--- src/rtl/mwire_pkg.sv ---
package mwire_pkg;

  typedef enum logic [1:0] {
    PG_WRITE,
    PG_ERASE,
    PG_WRALL,
    PG_ERALL
  } prog_op_e;

  typedef enum logic [2:0] {
    FS_IDLE,
    FS_OPC,
    FS_ADDR,
    FS_DATA,
    FS_PEND,
    FS_READ,
    FS_SKIP
  } fe_state_e;

  localparam logic [1:0] CMD_READ    = 2'b10;
  localparam logic [1:0] CMD_ERASE   = 2'b11;
  localparam logic [1:0] CMD_WRITE   = 2'b01;
  localparam logic [1:0] CMD_SPECIAL = 2'b00;

  localparam logic [1:0] SUB_WEN   = 2'b11;
  localparam logic [1:0] SUB_WDIS  = 2'b00;
  localparam logic [1:0] SUB_ERALL = 2'b10;
  localparam logic [1:0] SUB_WRALL = 2'b01;

endpackage

--- src/rtl/mwire_array.sv ---
module mwire_array #(
  parameter int WORD_W = 16,
  parameter int WORDS  = 64,
  localparam int AW     = $clog2(WORDS),
  localparam int BYTE_W = WORD_W / 2
) (
  input  logic              clk,
  input  logic              rst,
  input  logic              we,
  input  logic [1:0]        be,
  input  logic [AW-1:0]     waddr,
  input  logic [WORD_W-1:0] wdata,
  input  logic [AW-1:0]     raddr,
  output logic [WORD_W-1:0] rdata
);

  for (genvar g = 0; g < 2; g++) begin : g_lane
    logic [BYTE_W-1:0] mem [WORDS];
    logic [BYTE_W-1:0] rd_lane;

    initial begin
      for (int i = 0; i < WORDS; i++) mem[i] = '1;
    end

    always_ff @(posedge clk) begin
      if (we && be[g]) mem[waddr] <= wdata[g*BYTE_W +: BYTE_W];
      rd_lane <= mem[raddr];
    end

    assign rdata[g*BYTE_W +: BYTE_W] = rd_lane;
  end

  AST_BE_VALID: assert property (@(posedge clk) disable iff (rst)
    we |-> (be != 2'b00));

endmodule

--- src/rtl/mwire_prog.sv ---
module mwire_prog
  import mwire_pkg::*;
#(
  parameter int WORD_W      = 16,
  parameter int WORDS       = 64,
  parameter int PROG_CYCLES = 80,
  localparam int AW     = $clog2(WORDS),
  localparam int BYTE_W = WORD_W / 2,
  localparam int CW     = $clog2(PROG_CYCLES + 1)
) (
  input  logic              clk,
  input  logic              rst,
  input  logic              req,
  input  prog_op_e          req_op,
  input  logic [AW:0]       req_addr,
  input  logic [WORD_W-1:0] req_data,
  input  logic              org,
  output logic              busy,
  output logic              we,
  output logic [1:0]        be,
  output logic [AW-1:0]     waddr,
  output logic [WORD_W-1:0] wdata
);

  localparam logic [CW-1:0] LAST_CNT = CW'(PROG_CYCLES - 1);
  localparam logic [CW-1:0] SWEEP_N  = CW'(WORDS);

  prog_op_e          op_q;
  logic [AW:0]       addr_q;
  logic [WORD_W-1:0] data_q;
  logic              org_q;
  logic [CW-1:0]     cnt;
  logic              sweep;
  logic              clear;

  always_ff @(posedge clk) begin
    if (rst) begin
      busy   <= 1'b0;
      cnt    <= '0;
      op_q   <= PG_WRITE;
      addr_q <= '0;
      data_q <= '0;
      org_q  <= 1'b1;
    end else if (req && !busy) begin
      busy   <= 1'b1;
      cnt    <= '0;
      op_q   <= req_op;
      addr_q <= req_addr;
      data_q <= req_data;
      org_q  <= org;
    end else if (busy) begin
      if (cnt == LAST_CNT) busy <= 1'b0;
      else                 cnt  <= cnt + 1'b1;
    end
  end

  always_comb begin
    sweep = (op_q == PG_WRALL) || (op_q == PG_ERALL);
    clear = (op_q == PG_ERASE) || (op_q == PG_ERALL);
    we    = busy && (sweep ? (cnt < SWEEP_N) : (cnt == '0));
    if (sweep)      waddr = cnt[AW-1:0];
    else if (org_q) waddr = addr_q[AW-1:0];
    else            waddr = addr_q[AW:1];
    if (sweep || org_q) be = 2'b11;
    else                be = addr_q[0] ? 2'b10 : 2'b01;
    if (clear)      wdata = '1;
    else if (org_q) wdata = data_q;
    else            wdata = {2{data_q[BYTE_W-1:0]}};
  end

  AST_REQ_WHEN_IDLE: assert property (@(posedge clk) disable iff (rst)
    req |-> !busy);

  AST_BUSY_AFTER_REQ: assert property (@(posedge clk) disable iff (rst)
    req |=> busy);

endmodule

--- src/rtl/mwire_front.sv ---
module mwire_front
  import mwire_pkg::*;
#(
  parameter int WORD_W = 16,
  parameter int WORDS  = 64,
  localparam int AW     = $clog2(WORDS),
  localparam int BYTE_W = WORD_W / 2,
  localparam int CW     = $clog2(WORD_W)
) (
  input  logic              clk,
  input  logic              rst,
  input  logic              cs,
  input  logic              sk,
  input  logic              di,
  input  logic              org,
  input  logic              busy,
  output logic [AW:0]       rd_addr,
  input  logic [WORD_W-1:0] rd_data,
  output logic              do_o,
  output logic              do_oe,
  output logic              req,
  output prog_op_e          req_op,
  output logic [AW:0]       req_addr,
  output logic [WORD_W-1:0] req_data
);

  localparam logic [CW-1:0] AL16 = CW'(AW - 1);
  localparam logic [CW-1:0] AL8  = CW'(AW);
  localparam logic [CW-1:0] DL16 = CW'(WORD_W - 1);
  localparam logic [CW-1:0] DL8  = CW'(BYTE_W - 1);
  localparam logic [AW:0]   MASK16 = {1'b0, {AW{1'b1}}};
  localparam logic [AW:0]   MASK8  = '1;

  fe_state_e         st;
  logic              sk_q;
  logic              rise;
  logic [CW-1:0]     cnt;
  logic [CW-1:0]     bits_left;
  logic [1:0]        cmd_q;
  logic [WORD_W-1:0] sr;
  logic [WORD_W-1:0] nxt;
  logic [WORD_W-1:0] osr;
  logic [WORD_W-1:0] cur_word;
  logic [AW:0]       addr_q;
  logic [AW:0]       a_full;
  logic [1:0]        sub;
  logic [WORD_W-1:0] data_q;
  prog_op_e          pend_op;
  logic              wen_q;
  logic              stat_q;
  logic              rsel_q;
  logic [CW-1:0]     addr_last;
  logic [CW-1:0]     data_last;
  logic [AW:0]       amask;

  always_comb begin
    rise      = sk && !sk_q;
    nxt       = {sr[WORD_W-2:0], di};
    addr_last = org ? AL16 : AL8;
    data_last = org ? DL16 : DL8;
    amask     = org ? MASK16 : MASK8;
    a_full    = org ? {1'b0, nxt[AW-1:0]} : nxt[AW:0];
    sub       = org ? nxt[AW-1:AW-2] : nxt[AW:AW-1];
    if (org) cur_word = rd_data;
    else     cur_word = {(rsel_q ? rd_data[WORD_W-1:BYTE_W] : rd_data[BYTE_W-1:0]),
                         {BYTE_W{1'b0}}};
  end

  always_ff @(posedge clk) begin
    if (rst) begin
      st        <= FS_IDLE;
      sk_q      <= 1'b0;
      cnt       <= '0;
      bits_left <= '0;
      cmd_q     <= '0;
      sr        <= '0;
      osr       <= '0;
      addr_q    <= '0;
      data_q    <= '0;
      pend_op   <= PG_WRITE;
      wen_q     <= 1'b0;
      stat_q    <= 1'b0;
      rsel_q    <= 1'b0;
      rd_addr   <= '0;
      do_o      <= 1'b0;
      do_oe     <= 1'b0;
      req       <= 1'b0;
      req_op    <= PG_WRITE;
      req_addr  <= '0;
      req_data  <= '0;
    end else begin
      sk_q   <= sk;
      rsel_q <= rd_addr[0];
      req    <= 1'b0;
      if (!cs) begin
        if (st == FS_PEND) begin
          req      <= 1'b1;
          req_op   <= pend_op;
          req_addr <= addr_q;
          req_data <= data_q;
          stat_q   <= 1'b1;
        end
        st    <= FS_IDLE;
        do_oe <= 1'b0;
      end else begin
        case (st)
          FS_IDLE: begin
            if (rise && di && !busy) begin
              st     <= FS_OPC;
              cnt    <= CW'(1);
              stat_q <= 1'b0;
              do_oe  <= 1'b0;
            end else begin
              do_oe <= stat_q;
              do_o  <= !busy;
            end
          end
          FS_OPC: if (rise) begin
            cmd_q <= {cmd_q[0], di};
            if (cnt == '0) begin
              st  <= FS_ADDR;
              cnt <= addr_last;
            end else begin
              cnt <= cnt - 1'b1;
            end
          end
          FS_ADDR: if (rise) begin
            sr <= nxt;
            if (cnt != '0) begin
              cnt <= cnt - 1'b1;
            end else begin
              addr_q <= a_full;
              case (cmd_q)
                CMD_READ: begin
                  st        <= FS_READ;
                  rd_addr   <= a_full;
                  bits_left <= '0;
                  do_oe     <= 1'b1;
                  do_o      <= 1'b0;
                end
                CMD_WRITE: begin
                  st      <= FS_DATA;
                  cnt     <= data_last;
                  pend_op <= PG_WRITE;
                end
                CMD_ERASE: begin
                  st      <= wen_q ? FS_PEND : FS_SKIP;
                  pend_op <= PG_ERASE;
                end
                default: begin
                  case (sub)
                    SUB_WEN: begin
                      wen_q <= 1'b1;
                      st    <= FS_SKIP;
                    end
                    SUB_WDIS: begin
                      wen_q <= 1'b0;
                      st    <= FS_SKIP;
                    end
                    SUB_ERALL: begin
                      st      <= wen_q ? FS_PEND : FS_SKIP;
                      pend_op <= PG_ERALL;
                    end
                    default: begin
                      st      <= FS_DATA;
                      cnt     <= data_last;
                      pend_op <= PG_WRALL;
                    end
                  endcase
                end
              endcase
            end
          end
          FS_DATA: if (rise) begin
            sr <= nxt;
            if (cnt != '0) begin
              cnt <= cnt - 1'b1;
            end else begin
              data_q <= org ? nxt : {{BYTE_W{1'b0}}, nxt[BYTE_W-1:0]};
              st     <= wen_q ? FS_PEND : FS_SKIP;
            end
          end
          FS_PEND: if (rise) st <= FS_SKIP;
          FS_READ: if (rise) begin
            if (bits_left == '0) begin
              do_o      <= cur_word[WORD_W-1];
              osr       <= cur_word << 1;
              bits_left <= data_last;
              rd_addr   <= (rd_addr + 1'b1) & amask;
            end else begin
              do_o      <= osr[WORD_W-1];
              osr       <= osr << 1;
              bits_left <= bits_left - 1'b1;
            end
          end
          default: ;
        endcase
      end
    end
  end

  AST_REQ_NEEDS_WEN: assert property (@(posedge clk) disable iff (rst)
    req |-> wen_q);

  AST_REQ_ONE_CYCLE: assert property (@(posedge clk) disable iff (rst)
    req |=> !req);

  AST_REQ_AFTER_DESELECT: assert property (@(posedge clk) disable iff (rst)
    req |-> $past(!cs));

  AST_DO_QUIET: assert property (@(posedge clk) disable iff (rst)
    !cs |=> !do_oe);

  AST_READ_DRIVES: assert property (@(posedge clk) disable iff (rst)
    (st == FS_READ) |-> do_oe);

endmodule

--- src/rtl/mwire_eeprom.sv ---
module mwire_eeprom
  import mwire_pkg::*;
#(
  parameter int WORD_W      = 16,
  parameter int WORDS       = 64,
  parameter int PROG_CYCLES = 80
) (
  input  logic clk,
  input  logic rst,
  input  logic cs,
  input  logic sk,
  input  logic di,
  input  logic org,
  output logic do_o,
  output logic do_oe
);

  localparam int AW = $clog2(WORDS);

  logic [AW:0]       rd_addr;
  logic [AW-1:0]     raddr;
  logic [WORD_W-1:0] rd_data;
  logic              req;
  prog_op_e          req_op;
  logic [AW:0]       req_addr;
  logic [WORD_W-1:0] req_data;
  logic              busy;
  logic              we;
  logic [1:0]        be;
  logic [AW-1:0]     waddr;
  logic [WORD_W-1:0] wdata;

  assign raddr = org ? rd_addr[AW-1:0] : rd_addr[AW:1];

  mwire_front #(.WORD_W(WORD_W), .WORDS(WORDS)) u_front (
    .clk(clk), .rst(rst), .cs(cs), .sk(sk), .di(di), .org(org), .busy(busy),
    .rd_addr(rd_addr), .rd_data(rd_data), .do_o(do_o), .do_oe(do_oe),
    .req(req), .req_op(req_op), .req_addr(req_addr), .req_data(req_data)
  );

  mwire_prog #(.WORD_W(WORD_W), .WORDS(WORDS), .PROG_CYCLES(PROG_CYCLES)) u_prog (
    .clk(clk), .rst(rst), .req(req), .req_op(req_op), .req_addr(req_addr),
    .req_data(req_data), .org(org), .busy(busy), .we(we), .be(be),
    .waddr(waddr), .wdata(wdata)
  );

  mwire_array #(.WORD_W(WORD_W), .WORDS(WORDS)) u_array (
    .clk(clk), .rst(rst), .we(we), .be(be), .waddr(waddr), .wdata(wdata),
    .raddr(raddr), .rdata(rd_data)
  );

endmodule

--- config.mk ---
export PLATFORM = sky130hd
export DESIGN_NAME = mwire_eeprom
export DESIGN_NICKNAME = d
export VERILOG_FILES = /design/src/rtl/mwire_pkg.sv /design/src/rtl/mwire_array.sv /design/src/rtl/mwire_prog.sv /design/src/rtl/mwire_front.sv /design/src/rtl/mwire_eeprom.sv
export SDC_FILE = /design/constraint.sdc
export NUM_CORES = 2
export LEC_CHECK = 0
export ABC_AREA = 1
export BUFFER_PORTS_ARGS = -buffer_cell sky130_fd_sc_hd__buf_4
export CAP_MARGIN = 20
export CORE_ASPECT_RATIO = 1.25
export CORE_MARGIN = 2
export CORE_UTILIZATION = 60
export CTS_CLUSTER_SIZE = 16
export DETAILED_ROUTE_END_ITERATION = 10
export PLACE_DENSITY = 0.86
export REMOVE_ABC_BUFFERS = 1
export SLEW_MARGIN = 20
export SYNTH_ARGS = -nofsm -noshare
export SYNTH_HDL_FRONTEND = slang
export SYNTH_HIERARCHICAL = 1
export SYNTH_SLANG_ARGS = --single-unit
--- constraint.sdc ---
create_clock -name clk -period 9.2 [get_ports clk]
set_input_delay 0.46 -clock clk [delete_from_list [all_inputs] [get_ports clk]]
set_output_delay 0.46 -clock clk [all_outputs]
set_load 0.02 [all_outputs]
* Word level (Yosys, flattened, before mapping)
Memories as Yosys holds them, arrays and structs flattened. A register that Yosys moved wholly into a read port is not among the register bits.
Index checks and enable logic that the tools add are counted.
** Storage, ports and cells
- Output and inout bits :: 2
- Logic and storage cells :: 196
- Register bits :: 142
- Bits in writable memories :: 1024
- Memories kept :: 2
- Input port bits :: 6
** Memory list
- u_array.g_lane[0].mem :: words 64, width 8, rd ports 1, clocked after memory_dff 1, wr ports 1, line mwire_array.sv:18 : logic [BYTE_W-1:0] mem [WORDS];
- u_array.g_lane[1].mem :: words 64, width 8, rd ports 1, clocked after memory_dff 1, wr ports 1, line mwire_array.sv:18
** Cells by class
- Reductions and logical operators :: 49
- Equal/unequal tests :: 31
- Multiplexer cells :: 77
- Magnitude comparators :: 1
- Bitwise logic cells :: 6
- Add/sub/neg operators :: 4
** Operators by type and width (number)
- $mux 16 :: 5
- $mux 4 :: 14
- $mux 7 :: 7
- $mux 3 :: 8
- $mux 1 :: 22
- $ne 2x1->1 const B :: 11
- $mux 6 :: 3
- $reduce_and 6->1 :: 3
- $reduce_and 9->1 :: 2
- $pmux 4 s2 :: 2
- $pmux 4 s4 :: 1
- $pmux 3 s5 :: 1
- $add 7x1->7 const B :: 2
- $pmux 7 s2 :: 1
- $reduce_and 7->1 :: 2
- $eq 2x2->1 const B :: 6
- $reduce_and 4->1 :: 3
- $reduce_or 2->1 :: 6
- $mux 2 :: 5
- $pmux 3 s3 :: 1
- $reduce_and 3->1 :: 3
- $logic_not 4->1 :: 2
- $mux 8 :: 1
- $reduce_bool 2->1 :: 4
- other kinds (29) :: 53

* Logic depth before layout (Yosys ltp)
- Depth in word-level cells :: 8
- Mapped depth :: 15
- Depth with buffers taken out :: 12

* Modules after synthesis
Netlist, hierarchy kept.
** By module, submodules not included
- mwire_array :: area an instance 42638.4 um2, sequential area each 31069.8 um2, times used 1, cells each 3616
- mwire_front :: area an instance 4941.0 um2, sequential area each 2142.1 um2, times used 1, cells each 704
- mwire_prog :: area an instance 1660.3 um2, sequential area each 680.7 um2, times used 1, cells each 232
- mwire_eeprom :: area an instance 71.3 um2, sequential area each 0.0 um2, times used 1, cells each 19

* Least setup slack after synthesis
OpenSTA, ideal clock, no wires.
- Kind :: reg2reg
- Start point :: register u_prog.org_q
- End point :: memory u_array/g_lane[1].mem[0][0] in the netlist's numbering (data pin)
- Clock period less this slack :: 3.871 ns
- Required time :: 8.498 ns
- Data arrival time :: 3.169 ns
- Library setup time :: 0.702 ns
- Cell stages (with the launch flop) :: 4
- Buffers on the path :: 2
- Setup slack :: 5.329 ns
- Cell sequence :: dfxtp_1 > buf_2 > clkbuf_1 > o21ai_0
** On the way
- Word-level cells in the longest chain between the ends :: 2
** RTL lines
- start, declared :: line mwire_prog.sv:31 : logic org_q;
- start signal, assigned :: line mwire_prog.sv:50 : org_q <= org;
- $mux 16 :: line mwire_prog.sv:67 : else if (org_q) wdata = data_q;
- $mux 16 :: line mwire_prog.sv:66 : if (clear) wdata = '1;
- named net wdata[8] :: line mwire_eeprom.sv:31 : logic [WORD_W-1:0] wdata;
- end, declared :: line mwire_array.sv:18
The timed path passes the listed nets, and every way through them passes these cells.

* Worst setup path after layout
- Start point :: register u_prog.org_q
- End point :: memory u_array/g_lane[0].mem[42][4] in the netlist's numbering, enable pin
** On the way
- Elaborated cells on any way between the ends :: 7
- Classes of those cells :: mux (5); reduce/logical (2)
** RTL lines
- $mux 6 :: line mwire_prog.sv:62 : else if (org_q) waddr = addr_q[AW-1:0];
- $mux 6 :: line mwire_prog.sv:61 : if (sweep) waddr = cnt[AW-1:0];
- named net waddr[3] :: line mwire_eeprom.sv:30 : logic [AW-1:0] waddr;
- end, declared :: line mwire_array.sv:18
The timed path passes the listed nets, and every way through them passes these cells.

==> results.md <==
* Crit start category: flop
* Initial antenna violation count at 0
* Netlist Area Pre-Place at 0.04931 mm^2
* Cell area after layout at roughly 0.053 mm^2
* Most frequent cell after synthesis: nand2_1
* DP Area at around 0.049 mm^2
* Setup CP Type: reg2reg
* Power Dens Cells at 198.1 mW/mm^2
* Total Routing Usage GR at between 20 and 30%
* Remaining global-route overflow at 0
* Number of synthesized flops with an enable pin at 1024
* Pre-antenna DRT Iters at 9
* Clk pin slew, worst setup/hold paths at approximately 0.070 ns
* Peak Freq at 197.5 MHz
* Critical Path RT at 9.54 ns
* Filler Cell Count at 5717
* Max VDD drop at between 0.2 and 0.25 mV
* RSZ-0062 raised after global routing: no
* Average routed wire per standard cell at around 22 um
* Initial DRC Count at 4671
* Final core occ at 65.17%
* Die width at roughly 260 um
* ANT cells at 0
* Drc violations at 0
* HPWL Detailed at 67410 um
* CP endpoint kind: flop
* Final worst slack at 4.135 ns
* RR Startpoint: u_prog/org_q
* ANT nets after route at 0
* Routability congestion estimate from global placement at 0.9056
* Cell variety after synth at 45
* Compound-cell area share of the yosys netlist at between 2 and 3%
* Post-synth top flop: edfxtp_1
* Worst Tran Pin Value at 1.253 ns
* Mux cell area share after synthesis at 0%
* Starting Density at between 60% and 70%
* Synth warnings at 6
* Cell accounting for the most synthesized area: edfxtp_1
* Crit path time final at 5.065 ns
* Total setup buffers inserted after CTS at 0
* Root buf cell: clkbuf_16
* Post-Synth XOR/XNOR Area at 0.07105%
* Synth top area cells: edfxtp_1 (62%), nand2_1 (11%), nand3_1 (9.2%), dfxtp_1 (6.4%), buf_6 (1.4%)
* Relative slew slack at 16.26%
* Vias in the first global route at 33190
* CTS Sinks at 1181
* Via-per-instance ratio at 6.200
* Final hold vios at 0
* LEAKAGE at 19.85 nW
* CTS buffer count at 104
* Area share of the largest cell type after synthesis at between 60% and 70%
* Final period util at ~55%
* Post-Synth Adder-Cell Area at 0.3299%
* Hold WS at 0.1608 ns
* Clock Latency Late Sink at 0.72 ns
* Global-route wire length before repair at approximately 190000 um
* Clk buf depth at 3
* Total Die Area at 0.08451 mm^2
* Die H at 324.5 um
* Largest family of logic cells by synthesized area: simple AND/OR/NAND/NOR gates
* Largest net degree at the start of global routing at 202
* H-tree depth at 3
* Number of port buffers at 7
* Max cap viols at 0
* # rows at about 120
* Async SR Flop Fraction at 0%
* Share of post-route cells with drive strength above 1 at under 10%
* Clock skew at 0.07539 ns
* Final setup vio count at 0
* Register area share after synthesis at between 60% and 70%
* Synth-to-Final Area Change at 7.577%
* Slew Limit Fails at 0
* Status: complete, no violations
* Routed wire length at between 100000 and 150000 um
* Top post-synthesis cells by count: nand2_1 (1455), edfxtp_1 (1024), nand3_1 (909)
* Total number of vias at 34690
* Total Nets Final at 4459
* Area share of and/or/nand/nor cells after synthesis at between 20% and 30%
* WP data arrival at 5.40 ns
* Core area at 0.08139 mm^2
* Hold wc startpoint: rst
* DP Worst Slack at approximately 4.4 ns
* HP Class: in2reg
* Cells after synthesis at 4571
* CTS tree: done
* # IOs at 8
* CP Launch Point: u_prog/org_q
* Yosys reg bits at ~1200
* Post-synthesis average cell area at 10.79 um^2
* Critical Path Fanout Max at 19
[where the power goes]
group / switching, mW / internal [mW]
Sequential: 0.0138 / 5.82
Clock: 1.91 / 2.46
Combinational: 0.248 / 0.0577
Total: 2.17 / 8.33
[repair_timing]
item,in CTS,in global routing
hold buffers,1,0
gates resized for setup,0,0
hold endpoints to repair,1,0
[through the flow]
stage | TNS, ns | instances | power, mW
4_1_cts | 0 | 5595 | 10.52
3_5_place_dp | 0 | 5404 | 6.237
3_3_place_gp | 0 | 5404 | 6.231
2_1_floorplan | -80.33 | 4280 | 6.111
5_1_grt | 0 | 5595 | 10.75
6_report | 0 | 5595 | 10.51
[cell type report]
cell class | instances | area, um^2 | share of cell area [%]
Clock buffer | 134 | 2819 | 5.314
Clock inverter | 56 | 631.9 | 1.191
Inverter | 127 | 506.7 | 0.9553
Multi-Input combinational cell | 2972 | 13420 | 25.31
Sequential cell | 1181 | 33890 | 63.89
Tap cell | 1071 | 1340 | 2.526
Timing Repair Buffer | 54 | 432.9 | 0.8161
[path summary, 6_finish.rpt]
path                                        to  slack (ns)  depth (start not counted)
setup / recovery  u_array/g_lane[0].mem[42][4]        4.14                          6
hold / removal                    u_front/sk_q        0.16                          2
setup reg to reg  u_array/g_lane[0].mem[42][4]        4.14                          6
hold reg to reg            u_front/req_data[7]        0.44                          2
[metal layers]
metal | up-vias | part of all wire [%] | track usage [%]
met1 | 16220 | 34 | 35.57
li1 | 15570 | - | -
met4 | 0 | 5.6 | 16.89
met3 | 470 | 12 | 5.868
met5 | - | 0 | 0
met2 | 2428 | 49 | 47.54
[state kept, by name, summed over array words and instances (netlist names), 15 cells and up]
name,cells
u_prog/data_q,16
u_front/req_data,16
u_array/g_lane.mem,1024
u_array/g_lane.rd_lane,16
u_front/sr,15
u_front/data_q,16
u_front/osr,15
[kinds of logic after synthesis]
| group | after synthesis |
|---|---|
| AND/OR/NAND/NOR | 2677 |
| flip-flops | 1181 |
| buffers and inverters | 418 |
| AO/OA/AOI/OAI | 278 |
| adder cells (fa/ha/maj) | 13 |
| XOR/XNOR | 4 |
[cells in the final DEF, fill, tap and decap left out, drive strengths merged]
cell type    Yosys  routed
o31ai            1       1
nor2           173     173
xnor2            1       1
clkbuf          71     134
dlygate4sd3      0       1
clkinvlp         0       6
o21bai           3       3
inv            126     129
a22oi            6       6
ha              13      13
nand2         1459    1459
clkinv           1      38
or2              2       2
a31oi           12      12
nand4            5       5
o211ai           2       2
a211oi           1       1
bufinv           0      10
o21a             1       1
xor2             3       3
buf            220      53
edfxtp        1024    1024
o21ai          145     145
a221oi           1       1
nand3b           2       2
a21oi          104     104
nor3           124     124
nand3          912     912
a21boi           2       2
dfxtp          157     157
[critical path, stage by stage (launching register included)]
cell	delay, ns
dfxtp_1	1.03
inv_1	0.44
o21ai_0	0.26
a21oi_1	0.07
a21oi_1	0.55
nand3_1	1.06
nor3_1	1.26
Power figures use the tool's default switching activity.
